File: src/rtl/trapvec_pkg.sv
package trapvec_pkg;

   typedef enum logic [1:0] {
      TV_PRIV = 2'd0,
      TV_HYP  = 2'd1,
      TV_ERR  = 2'd2,
      TV_HALT = 2'd3
   } tv_mode_e;

   typedef enum logic [1:0] {
      TGT_PRIV          = 2'd0,
      TGT_HYP           = 2'd1,
      TGT_HYP_FROM_PRIV = 2'd2,
      TGT_RSVD          = 2'd3
   } tv_tgt_e;

   // Column index inside the target-code word
   typedef enum logic [1:0] {
      LVL_USER = 2'd0,
      LVL_PRIV = 2'd1,
      LVL_HYP  = 2'd2
   } tv_lvl_e;

   localparam int unsigned TV_TGT_W = 2;
   localparam int unsigned TV_NLVL  = 3;
   localparam int unsigned TV_CODES_W = TV_TGT_W * TV_NLVL;

endpackage

File: src/rtl/tv_level_decode.sv
module tv_level_decode
   import trapvec_pkg::*;
(
   input  logic                  hpriv_i,
   input  logic                  priv_i,
   input  logic [TV_CODES_W-1:0] codes_i,
   output logic                  to_priv_o
);
   logic [TV_TGT_W-1:0] col [TV_NLVL];
   tv_lvl_e             lvl;

   for (genvar g = 0; g < TV_NLVL; g++) begin : g_col
      assign col[g] = codes_i[g*TV_TGT_W +: TV_TGT_W];
   end

   // hyperprivileged bit dominates the privileged bit
   always_comb begin
      if (hpriv_i)     lvl = LVL_HYP;
      else if (priv_i) lvl = LVL_PRIV;
      else             lvl = LVL_USER;
   end

   assign to_priv_o = (col[lvl] == TGT_PRIV);

endmodule

File: src/rtl/tv_route.sv
module tv_route
   import trapvec_pkg::*;
#(
   parameter int unsigned TT_W        = 9,
   parameter int unsigned TL_W        = 3,
   parameter int unsigned MAX_TL      = 6,
   parameter int unsigned MAX_PTL     = 2,
   parameter int unsigned HYP_TT_MIN  = 384,
   parameter int unsigned ERR_VEC_TT  = 5,
   parameter int unsigned WDOG_VEC_TT = 2
)(
   input  logic [TT_W-1:0] tt_i,
   input  logic [TL_W-1:0] tl_i,
   input  logic            err_i,
   input  logic            to_priv_i,
   output tv_mode_e        mode_o,
   output logic [TT_W-1:0] vec_tt_o,
   output logic            tl_gt1_o
);
   localparam logic [TL_W-1:0] TL_ERR  = TL_W'(MAX_TL - 1);
   localparam logic [TL_W-1:0] TL_HALT = TL_W'(MAX_TL);
   localparam logic [TL_W-1:0] TL_PMAX = TL_W'(MAX_PTL);
   localparam logic [TT_W-1:0] TT_HMIN = TT_W'(HYP_TT_MIN);

   always_comb begin
      mode_o   = TV_PRIV;
      vec_tt_o = tt_i;
      if (err_i || tl_i == TL_ERR) begin
         mode_o   = TV_ERR;
         vec_tt_o = TT_W'(ERR_VEC_TT);
      end else if (tl_i >= TL_HALT) begin
         mode_o   = TV_HALT;
      end else if (to_priv_i && tl_i > TL_PMAX) begin
         mode_o   = TV_HYP;
         vec_tt_o = TT_W'(WDOG_VEC_TT);
      end else if (!to_priv_i || tt_i >= TT_HMIN) begin
         mode_o   = TV_HYP;
      end
   end

   // New level is tl_i+1; it exceeds 1 exactly when tl_i is nonzero
   assign tl_gt1_o = (tl_i != '0);

endmodule

File: src/rtl/tv_vector_gen.sv
module tv_vector_gen
   import trapvec_pkg::*;
#(
   parameter int unsigned ADDR_W     = 64,
   parameter int unsigned TT_W       = 9,
   parameter int unsigned INSN_BYTES = 4,
   parameter int unsigned HYP_ALIGN  = 14,
   parameter int unsigned PRIV_ALIGN = 15,
   parameter int unsigned ERR_OFF_W  = 8,
   parameter int unsigned VEC_SHIFT  = 5,
   parameter logic [ADDR_W-1:0] ERR_BASE = 'hFF_F000_0000
)(
   input  tv_mode_e          mode_i,
   input  logic [TT_W-1:0]   vec_tt_i,
   input  logic              tl_gt1_i,
   input  logic [ADDR_W-1:0] tba_i,
   input  logic [ADDR_W-1:0] htba_i,
   output logic [ADDR_W-1:0] pc_o,
   output logic [ADDR_W-1:0] npc_o,
   output logic [ADDR_W-1:0] nnpc_o
);
   localparam int unsigned    NSEQ      = 3;
   localparam logic [ADDR_W-1:0] ONES   = {ADDR_W{1'b1}};
   localparam logic [ADDR_W-1:0] HYP_HI  = ONES << HYP_ALIGN;
   localparam logic [ADDR_W-1:0] PRIV_HI = ONES << PRIV_ALIGN;
   localparam logic [ADDR_W-1:0] ERR_LO  = ~(ONES << ERR_OFF_W);
   localparam logic [ADDR_W-1:0] HALF_BIT = ADDR_W'(1) << (PRIV_ALIGN - 1);
   localparam logic [ADDR_W-1:0] STEP     = ADDR_W'(INSN_BYTES);

   logic [ADDR_W-1:0] tt_sh, tbl_off, base;
   logic [ADDR_W-1:0] seq [NSEQ];

   assign tt_sh   = ADDR_W'(vec_tt_i) << VEC_SHIFT;
   assign tbl_off = tt_sh & ~HYP_HI;

   always_comb begin
      unique case (mode_i)
         TV_ERR:  base = ERR_BASE | (tt_sh & ERR_LO);
         TV_HYP:  base = (htba_i & HYP_HI) | tbl_off;
         TV_PRIV: base = (tba_i & PRIV_HI) | (tl_gt1_i ? HALF_BIT : '0) | tbl_off;
         default: base = '0;
      endcase
   end

   // Successive fetch addresses, each one instruction on from the last
   assign seq[0] = base;
   for (genvar g = 1; g < NSEQ; g++) begin : g_seq
      assign seq[g] = seq[g-1] + STEP;
   end

   wire halt = (mode_i == TV_HALT);
   assign pc_o   = halt ? '0 : seq[0];
   assign npc_o  = halt ? '0 : seq[1];
   assign nnpc_o = halt ? '0 : seq[2];

endmodule

File: src/rtl/tv_out_reg.sv
module tv_out_reg #(
   parameter int unsigned ADDR_W = 64,
   parameter int unsigned TT_W   = 9
)(
   input  logic              clk,
   input  logic              rst_n,
   input  logic              req_i,
   input  logic [1:0]        mode_i,
   input  logic [TT_W-1:0]   tt_i,
   input  logic [ADDR_W-1:0] pc_i,
   input  logic [ADDR_W-1:0] npc_i,
   input  logic [ADDR_W-1:0] nnpc_i,
   output logic              valid_o,
   output logic [1:0]        mode_o,
   output logic [TT_W-1:0]   tt_o,
   output logic [ADDR_W-1:0] pc_o,
   output logic [ADDR_W-1:0] npc_o,
   output logic [ADDR_W-1:0] nnpc_o
);
   always_ff @(posedge clk or negedge rst_n) begin
      if (!rst_n) begin
         valid_o <= 1'b0;
         mode_o  <= '0;
         tt_o    <= '0;
         pc_o    <= '0;
         npc_o   <= '0;
         nnpc_o  <= '0;
      end else begin
         valid_o <= req_i;
         if (req_i) begin
            mode_o <= mode_i;
            tt_o   <= tt_i;
            pc_o   <= pc_i;
            npc_o  <= npc_i;
            nnpc_o <= nnpc_i;
         end
      end
   end
endmodule

File: src/rtl/trap_vector_sel.sv
module trap_vector_sel
   import trapvec_pkg::*;
#(
   parameter int unsigned ADDR_W     = 64,
   parameter int unsigned TT_W       = 9,
   parameter int unsigned TL_W       = 3,
   parameter int unsigned MAX_TL     = 6,
   parameter int unsigned MAX_PTL    = 2,
   parameter int unsigned HYP_TT_MIN = 384,
   parameter int unsigned INSN_BYTES = 4
)(
   input  logic                  clk,
   input  logic                  rst_n,
   input  logic                  req_i,
   input  logic [TT_W-1:0]       tt_i,
   input  logic [TL_W-1:0]       tl_i,
   input  logic                  hpriv_i,
   input  logic                  priv_i,
   input  logic                  err_mode_i,
   input  logic [TV_CODES_W-1:0] tgt_codes_i,
   input  logic [ADDR_W-1:0]     tba_i,
   input  logic [ADDR_W-1:0]     htba_i,
   output logic [1:0]            mode_o,
   output logic [TT_W-1:0]       rec_tt_o,
   output logic [ADDR_W-1:0]     pc_o,
   output logic [ADDR_W-1:0]     npc_o,
   output logic [ADDR_W-1:0]     nnpc_o,
   output logic                  q_valid_o,
   output logic [1:0]            q_mode_o,
   output logic [TT_W-1:0]       q_tt_o,
   output logic [ADDR_W-1:0]     q_pc_o,
   output logic [ADDR_W-1:0]     q_npc_o,
   output logic [ADDR_W-1:0]     q_nnpc_o
);
   localparam int unsigned HYP_ALIGN  = 14;
   localparam int unsigned PRIV_ALIGN = HYP_ALIGN + 1;
   localparam int unsigned VEC_SHIFT  = 5;

   // Elaboration-time parameter checks
   if (ADDR_W < 40) begin : g_bad_addr
      $error("ADDR_W must hold the error base (>= 40 bits)");
   end
   if (MAX_TL >= (1 << TL_W)) begin : g_bad_tl
      $error("MAX_TL must fit in TL_W bits");
   end
   if (MAX_PTL + 1 >= MAX_TL) begin : g_bad_ptl
      $error("MAX_PTL must lie below MAX_TL-1");
   end
   if (TT_W + VEC_SHIFT > HYP_ALIGN) begin : g_bad_tt
      $error("shifted trap type must fit below the table alignment");
   end

   logic            to_priv, tl_gt1;
   tv_mode_e        mode;
   logic [TT_W-1:0] vec_tt;

   tv_level_decode u_lvl (
      .hpriv_i   (hpriv_i),
      .priv_i    (priv_i),
      .codes_i   (tgt_codes_i),
      .to_priv_o (to_priv)
   );

   tv_route #(
      .TT_W(TT_W), .TL_W(TL_W), .MAX_TL(MAX_TL),
      .MAX_PTL(MAX_PTL), .HYP_TT_MIN(HYP_TT_MIN)
   ) u_route (
      .tt_i      (tt_i),
      .tl_i      (tl_i),
      .err_i     (err_mode_i),
      .to_priv_i (to_priv),
      .mode_o    (mode),
      .vec_tt_o  (vec_tt),
      .tl_gt1_o  (tl_gt1)
   );

   tv_vector_gen #(
      .ADDR_W(ADDR_W), .TT_W(TT_W), .INSN_BYTES(INSN_BYTES),
      .HYP_ALIGN(HYP_ALIGN), .PRIV_ALIGN(PRIV_ALIGN), .VEC_SHIFT(VEC_SHIFT)
   ) u_vec (
      .mode_i   (mode),
      .vec_tt_i (vec_tt),
      .tl_gt1_i (tl_gt1),
      .tba_i    (tba_i),
      .htba_i   (htba_i),
      .pc_o     (pc_o),
      .npc_o    (npc_o),
      .nnpc_o   (nnpc_o)
   );

   assign mode_o   = mode;
   assign rec_tt_o = tt_i;

   tv_out_reg #(.ADDR_W(ADDR_W), .TT_W(TT_W)) u_q (
      .clk     (clk),
      .rst_n   (rst_n),
      .req_i   (req_i),
      .mode_i  (mode_o),
      .tt_i    (rec_tt_o),
      .pc_i    (pc_o),
      .npc_i   (npc_o),
      .nnpc_i  (nnpc_o),
      .valid_o (q_valid_o),
      .mode_o  (q_mode_o),
      .tt_o    (q_tt_o),
      .pc_o    (q_pc_o),
      .npc_o   (q_npc_o),
      .nnpc_o  (q_nnpc_o)
   );

endmodule

File: config.mk
export PLATFORM = sky130hd
export DESIGN_NAME = trap_vector_sel
export DESIGN_NICKNAME = d
export VERILOG_FILES = /design/src/rtl/trapvec_pkg.sv /design/src/rtl/tv_level_decode.sv /design/src/rtl/tv_route.sv /design/src/rtl/tv_vector_gen.sv /design/src/rtl/tv_out_reg.sv /design/src/rtl/trap_vector_sel.sv
export SDC_FILE = /design/constraint.sdc
export NUM_CORES = 1
export LEC_CHECK = 0
export BUFFER_PORTS_ARGS = -buffer_cell sky130_fd_sc_hd__buf_2
export CAP_MARGIN = 20
export CORE_AREA = 2 2 217 219
export CTS_BUF_LIST = sky130_fd_sc_hd__clkbuf_2 sky130_fd_sc_hd__clkbuf_4 sky130_fd_sc_hd__clkbuf_8
export DETAILED_ROUTE_END_ITERATION = 12
export DIE_AREA = 0 0 219 221
export GPL_TIMING_DRIVEN = 1
export HOLD_SLACK_MARGIN = 0.06
export SLEW_MARGIN = 40
export SYNTH_ARGS = -nofsm -noshare
export SYNTH_HDL_FRONTEND = slang
export SYNTH_SLANG_ARGS = --single-unit
File: constraint.sdc
create_clock -name clk -period 3.7 [get_ports clk]
set_clock_uncertainty 0.1 [all_clocks]
set_input_delay 0.555 -clock clk [delete_from_list [all_inputs] [get_ports clk]]
set_output_delay 0.555 -clock clk [all_outputs]
set_load 0.02 [all_outputs]
==> results.md, run 1 <==
* Remaining routing DRC violations at 0
* CTS clk-pin slew, worst paths at 0.10 ns
* Register area share after synthesis at 0.289
* Initial Util at 0.135
* Yosys warning count at 0
* Root Buffer: clkbuf_8
* DP Wirelength at 18200 um
* Via density at 3.76
* Initial drt markers at 252
* Post-synth cell types at 32
* Sw Share at 0.438
* Seq cells post-synth at 72
* Core ar. at 0.0461 mm^2
* CP top delay family: compound AO/OA/AOI/OAI gates
* Num ports at 559
* Switching power total at 1240 uW
* Antenna violation net count after detailed routing at 0
* Wirelength per Cell at 14.3 um
* CTS HTree Levels at 3
* Final Cell Area at 0.00781 mm^2
* CTS tree: yes
* PortBufs at 503
* DP Area at 0.00757 mm^2
* Placed Cells at 1608
* HP Class: input port to flop
* Vias in the first global route at 5381
* Max IR drop VDD at 0.161 mV
* CTS buffer count at 9
* Largest net degree at the start of global routing at 94
* Full die area at 0.0484 mm^2
* Slew margin rel. at 0.522
* Die Height at 221 um
* First-pass GRT wire length at 33300 um
* Util after Layout at 0.170
* Resized cells post-CTS at 0
* CP Launch Type: input port
* CP endpoint kind: output pin
* Fraction of layout cells with a size suffix above 1 at 0.548
* Finish-stage setup viols at 0
* Worst endpoint required time at 3.04 ns
* Fin Setup TNS at 0 ns
* Initial antenna violation count at 1
* R2R setup slack at 2.79 ns
* Final net count at 1165
* Slowest-stage cell, CP: nor4b_4
* Reg2Reg Depth at 1
* Max incr delay on CP at 0.49 ns
* CP dominant cell by count: buf_2
* Fin crit period at 3.09 ns
* Combinational share of power at 0.398
* Critical-path cell list: buf_2 > nor4b_4 > o311a_2 > buf_4 > nand2_1 > a21oi_1 > buf_2
* Reg-to-Reg Start: u_q.pc_o[10]$_DFFE_PN0P_
* Worst-margin pin slew at 0.717 ns
* Buffers & Inverters on Critical Path at 3
* Hold Path End: u_q.pc_o[8]$_DFFE_PN0P_
* Sequential fraction of design power at 0.327
* Int Pwr at 1590 uW
* Final cell count without fillers at 1626
* Avg Inst Size Synth at 7.99 um^2
* Power share of the clock group at 0.275
* Tot Pwr at 2820 uW
* DIE WIDTH at 219 um
* Clock tree buffer depth at 2
* Leak Pwr at 0.00417 uW
* Final period util at 0.836
* GRT Util Overall at 0.0921
* Achievable frequency at 323 MHz
* Pins Over Slew Limit at 0
* Critical path type: input port to output pin
* Final WL at 23300 um
* Global route overflow at 0
* CP max FO at 14
* Clk_lat worst skew at 0.41 ns
* Clock sinks at 72
* Drt pass-1 iters at 4
* Post-Syn Instances at 781
* Area Overhead vs Synth at 25.2%
* Final Hold Viols at 0
* WP data arrival at 2.44 ns
* FP Rows at 79
* GPL Wtd Cong at 0.858
* Pwr dens at 361 mW/mm^2
* RSZ-0062 raised after global routing: false
* Crit. path cell count at 7
* Via count at 6108
* Hold path depth at 2
* Status: completed
* Max cap viols at 0
* Area of the mapped netlist at 0.00624 mm^2
* R2R Path End: u_q.pc_o[10]$_DFFE_PN0P_
* HP Start: tt_i[3]
## cell usage after synthesis
master | number | area, um^2
buf_4 | 274 | 2060
nand2_1 | 79 | 297
nand3_1 | 76 | 380
dfrtp_1 | 72 | 1800
a21oi_1 | 41 | 205
inv_1 | 40 | 150
nand4_1 | 37 | 231
o221ai_1 | 37 | 324
clkbuf_1 | 36 | 135
nor2_1 | 18 | 67.6
a31oi_1 | 14 | 87.6
buf_2 | 13 | 65.1
mux2_2 | 12 | 135
and3_1 | 7 | 43.8
a22o_1 | 6 | 52.6
a21o_1 | 2 | 15.0
buf_1 | 2 | 7.51
a31oi_2 | 1 | 12.5
conb_1 | 1 | 3.75
nor2_2 | 1 | 6.26
nor2b_1 | 1 | 6.26
nor3b_4 | 1 | 18.8
nor4_4 | 1 | 21.3
nor4b_4 | 1 | 23.8
o21a_1 | 1 | 7.51
o311a_1 | 1 | 10.0
o311ai_4 | 1 | 26.3
o31ai_1 | 1 | 7.51
o31ai_2 | 1 | 12.5
or2_2 | 1 | 6.26
or4_4 | 1 | 11.3
xnor2_1 | 1 | 8.76
## metrics by stage
stage	worst slack [ns]	hold WS (ns)
global route	0.476	0.236
detailed placement	0.558	0.390
global placement	0.602	0.388
floorplan	0.874	0.159
finish	0.608	0.296
CTS	0.548	0.0615
## how the worst max path moves through the flow
stage | start | endpoint | slack [ns]
floorplan | priv_i | npc_o[40] | 0.87
global placement | hpriv_i | pc_o[46] | 0.60
detailed placement | hpriv_i | nnpc_o[46] | 0.56
CTS | hpriv_i | nnpc_o[46] | 0.55
global route | hpriv_i | nnpc_o[46] | 0.48
finish | hpriv_i | npc_o[46] | 0.61
## logic make-up (layout without fill, tap and decap cells)
group | Yosys count | after routing | synth area share
xor gates and xnor gates | 1 | 1 | 0.00140
and+or+nand+nor | 224 | 224 | 0.178
buffers and inverters | 365 | 577 | 0.387
AOI/OAI and AO/OA | 106 | 106 | 0.122
DFF | 72 | 72 | 0.289
other | 1 | 27 | 0.000601
muxes | 12 | 12 | 0.0217
## power groups by stage
stage                     clock network [uW]  logic, uW  registers, uW
final                                    777       1120            922
after global routing                     869       1200            935
after CTS                                848       1130            925
after detailed placement                   0       1130            939
after global placement                     0       1130            935
after floorplan                            0        848           1010
## layout make-up
class                   instances  area [um^2]
clock inverters                 7          101
fillers                      5251        38300
diodes                          1         2.50
well taps                     607          759
multi-input cells             369         2130
flip-flops and latches         72         1800
inverters                      40          150
clock buffers                   9          124
repair buffers                521         2740
## flip-flops by register name (all words and copies together), names as in the netlist
signal       cells
u_q.mode_o       2
u_q.nnpc_o       1
u_q.npc_o        1
u_q.pc_o        58
u_q.tt_o         9
u_q.valid_o      1
## placed cells by master (no fill, tap or decap), types with 2 or more instances in the layout
master and n:
bufinv_16 2, dfrtp_1 72, a31oi_1 14, mux2_2 12, clkbuf_8 9, a21oi_1 41, o221ai_1 37, a21o_1 2
buf_2 500, conb_1 26, inv_1 39, clkinvlp_4 2, inv_6 3, and3_1 7, nand2_1 79, a22o_1 6
nor2_1 18, buf_4 13, nand4_1 37, buf_12 6, nand3_1 76
## what timing repair did
item                       4_1_cts  5_1_grt
hold endpoints to repair         0       50
buffers inserted                 0        0
setup endpoints to repair        0        0
hold buffers                     0        1
## metal layers
layer	up-vias	share of wire	track usage
li1	2821	-	-
met1	2929	0.42	0.108
met2	332	0.50	0.159
met3	26	0.058	0.0210
met4	0	0.023	0.0397
met5	-	0	0
Note: power is estimated with default switching activity, not from simulation.
==> run 2: changes to the inputs <==
--- a/config.mk
+++ b/config.mk
@@ -5,12 +5,13 @@
 export SDC_FILE = /design/constraint.sdc
 export NUM_CORES = 1
 export LEC_CHECK = 0
+export ABC_AREA = 1
 export BUFFER_PORTS_ARGS = -buffer_cell sky130_fd_sc_hd__buf_2
 export CAP_MARGIN = 20
-export CORE_AREA = 2 2 217 219
+export CORE_AREA = 2 2 218 220
 export CTS_BUF_LIST = sky130_fd_sc_hd__clkbuf_2 sky130_fd_sc_hd__clkbuf_4 sky130_fd_sc_hd__clkbuf_8
 export DETAILED_ROUTE_END_ITERATION = 12
-export DIE_AREA = 0 0 219 221
+export DIE_AREA = 0 0 220 222
 export GPL_TIMING_DRIVEN = 1
 export HOLD_SLACK_MARGIN = 0.06
 export SLEW_MARGIN = 40
==> constraint.sdc (replaced) <==
create_clock -name clk -period 2.7 [get_ports clk]
set_clock_uncertainty 0.1 [all_clocks]
set_input_delay 0.405 -clock clk [delete_from_list [all_inputs] [get_ports clk]]
set_output_delay 0.405 -clock clk [all_outputs]
set_load 0.02 [all_outputs]
==> results.md, run 2 <==
* Final net count at 1193
* Final Hold Viols at 0
* Pins Over Slew Limit at 0
* CTS tree: yes
* Area of the mapped netlist at 0.00588 mm^2
* CTS HTree Levels at 3
* Initial Util at 0.127
* Max IR drop VDD at 0.249 mV
* GPL Wtd Cong at 0.781
* CP Launch Type: input port
* Max reg flops at 58
* Drt pass-1 iters at 4
* Synth area leader: buf_4
* Area Overhead vs Synth at 26.5%
* Remaining routing DRC violations at 0
* Clock sinks at 72
* Seq cells post-synth at 72
* Fraction of layout cells with a size suffix above 1 at 0.524
* Dominant cells by area after synthesis: buf_4 36%, dfrtp_1 31%, nand2_1 16%
* PortBufs at 503
* Worst-margin pin slew at 0.564 ns
* Num ports at 559
* FP Rows at 79
* Finish-stage setup viols at 0
* Via density at 3.55
* Slew margin rel. at 0.624
* CTS buffer count at 9
* DIE WIDTH at 220 um
* Worst endpoint required time at 2.19 ns
* RSZ-0062 raised after global routing: false
* CTS clk-pin slew, worst paths at 0.09 ns
* Max cap viols at 0
* Yosys warning count at 0
* Die Height at 222 um
* GRT Util Overall at 0.0950
* Resized cells post-CTS at 0
* Commonest non-fill, non-tap cell in the layout: buf_2
* Top cell type's share of synthesized area at 0.355
* Top flop regs: u_q.pc_o x58, u_q.tt_o x9, u_q.mode_o x2
* Critical path type: input port to output pin
* Reg2Reg Depth at 2
* Achievable frequency at 397 MHz
* Ys async rst share at 1.00
* Util after Layout at 0.161
* Clk_lat worst skew at 0.41 ns
* Register area share after synthesis at 0.307
* Via count at 5868
* Primary FF master, synth: dfrtp_1
* CP endpoint kind: output pin
* Fin crit period at 2.52 ns
* Post-synth top cells: 278 x buf_4, 249 x nand2_1, 72 x dfrtp_1, 66 x nand3_1, 50 x nand4_1
* Most frequent cells in the layout: 501 x buf_2, 248 x nand2_1, 72 x dfrtp_1
* Final period util at 0.932
* First-pass GRT wire length at 33200 um
* Largest Register: u_q.pc_o
* Status: completed
* Fin Setup TNS at 0 ns
* WP data arrival at 2.01 ns
* Root Buffer: clkbuf_8
* Full die area at 0.0488 mm^2
* Largest net degree at the start of global routing at 66
* Initial drt markers at 236
* EDFF count, synth at 0
* Antenna violation net count after detailed routing at 0
* Pwr dens at 513 mW/mm^2
* Wirelength per Cell at 15.0 um
* DP Wirelength at 19600 um
* Initial antenna violation count at 3
* CP max FO at 34
* Post-synth cell types at 19
* Avg Inst Size Synth at 7.38 um^2
* HP Class: input port to flop
* Core ar. at 0.0463 mm^2
* Global route overflow at 0
* Clock tree buffer depth at 2
* Leak Pwr at 0.00459 uW
* Post-Syn Instances at 797
* Top-count cell post-synth: buf_4
* Vias in the first global route at 4943
* Hold path depth at 3
* Final WL at 24800 um
run 2: cell count changes after synthesis, sizes merged, moves of 8 or more:
cell    previous run  this run
buf              289       305
inv               40        16
o21ai              0        10
a31oi             15         1
nand3             76        68
clkbuf            36         9
o221ai            37         0
mux2              12         0
nand4             37        50
a21oi             41         0
nand2             79       251
run 2: cell type report:
class	instances	area, um^2
Tap cell	607	759
Clock buffer	10	131
Multi-Input combinational cell	420	1840
Sequential cell	72	1800
Inverter	16	61.3
Fill cell	5349	38800
Clock inverter	6	67.6
Timing Repair Buffer	522	2770
Antenna cell	2	5.00
run 2: what timing repair did:
action,4_1_cts,5_1_grt
endpoints found under the hold margin,35,0
buffers inserted,0,0
setup endpoints to repair,0,0
hold buffers,2,0
run 2: critical path, stage by stage:
cell	delay [ns]
buf_2	0.13
nand2_1	0.07
nand2_1	0.12
nor2_4	0.15
buf_12	0.15
nand3_2	0.11
buf_12	0.18
nand3_1	0.10
nand3_1	0.26
buf_2	0.27
run 2: kinds of logic (layout without fill, tap and decap cells):
logic type | after synthesis | count (layout) | share of synthesized area
AOI/OAI and AO/OA | 12 | 12 | 0.0109
buffers and inverters | 330 | 554 | 0.397
DFF | 72 | 72 | 0.307
other | 1 | 28 | 0.000638
and+or+nand+nor | 382 | 382 | 0.285
run 2: where the power goes:
part	total (uW)	internal, uW	leakage [uW]	switching [uW]
Clock	972	442	0.0000967	530
Sequential	1270	1170	0.000920	99.5
Combinational	1580	465	0.00357	1110
run 2: layer usage:
layer / global-route usage / part of all wire / wire length (um) / vias up
met5: 0 / 0.00052 / 13 / -
met3: 0.0314 / 0.078 / 1950 / 21
met2: 0.161 / 0.49 / 12100 / 352
met1: 0.110 / 0.41 / 10200 / 2761
met4: 0.0355 / 0.022 / 538 / 2
li1: - / - / - / 2732
run 2: stage by stage:
step                      hold WS, ns  setup slack (ns)  cells  instance area [um^2]  power, uW
final                           0.139             0.184   1655                  7430       3820
after detailed placement        0.327             0.233   1635                  7210       2880
after global placement          0.320             0.239   1635                  7210       2870
after CTS                      0.0722             0.226   1653                  7430       3930
after floorplan               0.00941             0.535    822                  5970       2570
after global routing           0.0954             0.102   1654                  7430       4070
run 2: final timing paths:
check                      slack, ns                        end                     start
max                             0.18                 nnpc_o[39]                   tl_i[0]
min                             0.14    u_q.tt_o[2]$_DFFE_PN0P_                   tt_i[2]
max reg2reg                     1.85   u_q.pc_o[36]$_DFFE_PN0P_  u_q.pc_o[36]$_DFFE_PN0P_
min reg2reg                     0.38    u_q.tt_o[4]$_DFFE_PN0P_   u_q.tt_o[4]$_DFFE_PN0P_
max in group asynchronous       1.43  u_q.mode_o[1]$_DFFE_PN0P_                     rst_n
min in group asynchronous       0.41   u_q.pc_o[42]$_DFFE_PN0P_                     rst_n
==> run 3: changes to the inputs <==
--- a/config.mk
+++ b/config.mk
@@ -8,12 +8,15 @@
 export ABC_AREA = 1
 export BUFFER_PORTS_ARGS = -buffer_cell sky130_fd_sc_hd__buf_2
 export CAP_MARGIN = 20
-export CORE_AREA = 2 2 218 220
+export CELL_PAD_IN_SITES_DETAIL_PLACEMENT = 0
+export CELL_PAD_IN_SITES_GLOBAL_PLACEMENT = 1
+export CORE_AREA = 2 2 217 219
 export CTS_BUF_LIST = sky130_fd_sc_hd__clkbuf_2 sky130_fd_sc_hd__clkbuf_4 sky130_fd_sc_hd__clkbuf_8
 export DETAILED_ROUTE_END_ITERATION = 12
-export DIE_AREA = 0 0 220 222
+export DIE_AREA = 0 0 219 221
 export GPL_TIMING_DRIVEN = 1
 export HOLD_SLACK_MARGIN = 0.06
+export PLACE_DENSITY_LB_ADDON = 0.1
 export SLEW_MARGIN = 40
 export SYNTH_ARGS = -nofsm -noshare
 export SYNTH_HDL_FRONTEND = slang
==> results.md, run 3 (synthesized netlist as in run 2, its figures left out) <==
* CP endpoint kind: output pin
* CTS clk-pin slew, worst paths at 0.11 ns
* Clock sinks at 72
* Full die area at 0.0484 mm^2
* Pwr dens at 517 mW/mm^2
* PortBufs at 503
* Drt pass-1 iters at 4
* Via density at 3.42
* Root Buffer: clkbuf_8
* CTS HTree Levels at 3
* FP Rows at 79
* Remaining routing DRC violations at 0
* Via count at 5653
* Fin Setup TNS at 0 ns
* First-pass GRT wire length at 39400 um
* Worst endpoint required time at 2.19 ns
* Slowest-stage cell, CP: buf_4
* DP Wirelength at 21400 um
* Clk_lat worst skew at 0.40 ns
* Die Height at 221 um
* Filler cells at 5389
* DP Area at 0.00720 mm^2
* GPL Wtd Cong at 0.681
* CP Launch Type: input port
* CTS tree: yes
* Leak Pwr at 0.00458 uW
* Max incr delay on CP at 0.40 ns
* DIE WIDTH at 219 um
* Setup bufs post-CTS at 0
* RSZ-0062 raised after global routing: false
* Largest net degree at the start of global routing at 66
* Pins Over Slew Limit at 0
* Initial Util at 0.128
* R2R setup slack at 1.87 ns
* Max cap viols at 0
* Finish-stage setup viols at 0
* Initial antenna violation count at 1
* Area Overhead vs Synth at 26.1%
* Antenna cells at 0
* Core ar. at 0.0461 mm^2
* Achievable frequency at 403 MHz
* Clock tree buffer depth at 2
* Max IR drop VDD at 0.160 mV
* Final net count at 1192
* HP Class: input port to flop
* Most frequent cells in the layout: 501 x buf_2, 248 x nand2_1, 72 x dfrtp_1
* Wirelength per Cell at 16.8 um
* Fraction of layout cells with a size suffix above 1 at 0.524
* Commonest non-fill, non-tap cell in the layout: buf_2
* Fin crit period at 2.48 ns
* CTS buffer count at 9
* Antenna violation net count after detailed routing at 0
* Critical path type: input port to output pin
* Largest Register: u_q.pc_o
* GRT Util Overall at 0.111
* Final Hold Viols at 0
* Num ports at 559
* WP data arrival at 1.98 ns
* CP max FO at 28
* Hold slack final at 0.131 ns
* Final Cell Area at 0.00741 mm^2
* Tot Pwr at 3830 uW
* Final WL at 27700 um
* Max reg flops at 58
* Slew margin rel. at 0.585
* Vias in the first global route at 5524
* Global route overflow at 0
* Critical-path cell list: buf_2 > nand2_1 > nand2_1 > nor2_4 > buf_4 > nand4_1 > nand3_1 > buf_2
* Worst-margin pin slew at 0.623 ns
* Top flop regs: u_q.pc_o x58, u_q.tt_o x9, u_q.mode_o x2
* Status: completed
* Placed Cells at 1635
* Final period util at 0.920
* Initial drt markers at 249
* Final cell count without fillers at 1652
-- run 3: timing repair --
action	in CTS	in global routing
hold buffers	1	0
hold endpoints to repair	37	0
setup endpoints to repair	0	0
resized for setup	0	0
-- run 3: layout make-up --
cell class                      count  area [um^2]  share of cell area
Sequential cell                    72         1800               0.243
Tap cell                          607          759               0.102
Multi-Input combinational cell    420         1840               0.248
Clock buffer                        9          124              0.0167
Inverter                           16         61.3             0.00827
Clock inverter                      7         78.8              0.0106
Timing Repair Buffer              521         2750               0.371
-- run 3: per-layer routing --
layer	share of wire	track usage
met1	0.43	0.138
met2	0.51	0.196
met3	0.052	0.0238
met4	0.0087	0.0246
met5	0	0
-- run 3: power breakdown --
group          internal [uW]  switching [uW]
registers               1170             101
logic                    461            1110
clock network            437             547
-- run 3: final timing paths --
check / start / end / depth (start not counted)
worst min-delay path: tt_i[6] / u_q.tt_o[6]$_DFFE_PN0P_ / 3
worst min register to register: u_q.tt_o[0]$_DFFE_PN0P_ / u_q.tt_o[0]$_DFFE_PN0P_ / 2
worst max register to register: u_q.pc_o[13]$_DFFE_PN0P_ / u_q.pc_o[13]$_DFFE_PN0P_ / 2
max in group asynchronous: rst_n / u_q.pc_o[30]$_DFFE_PN0P_ / 3
min in group asynchronous: rst_n / u_q.pc_o[57]$_DFFE_PN0P_ / 2
worst max-delay path: tl_i[1] / nnpc_o[39] / 8
-- run 3: metrics by stage --
step | setup slack (ns) | util
2_1_floorplan | 0.535 | -
3_3_place_gp | 0.185 | 0.156
3_5_place_dp | 0.206 | 0.156
4_1_cts | 0.195 | 0.161
5_1_grt | 0.0966 | 0.161
6_report | 0.217 | 0.161
-- run 3: worst max-delay path: cells and delay by family --
family | cells | cell delay [ns]
buf+inv | 3 | 0.77
simple gates | 5 | 0.77
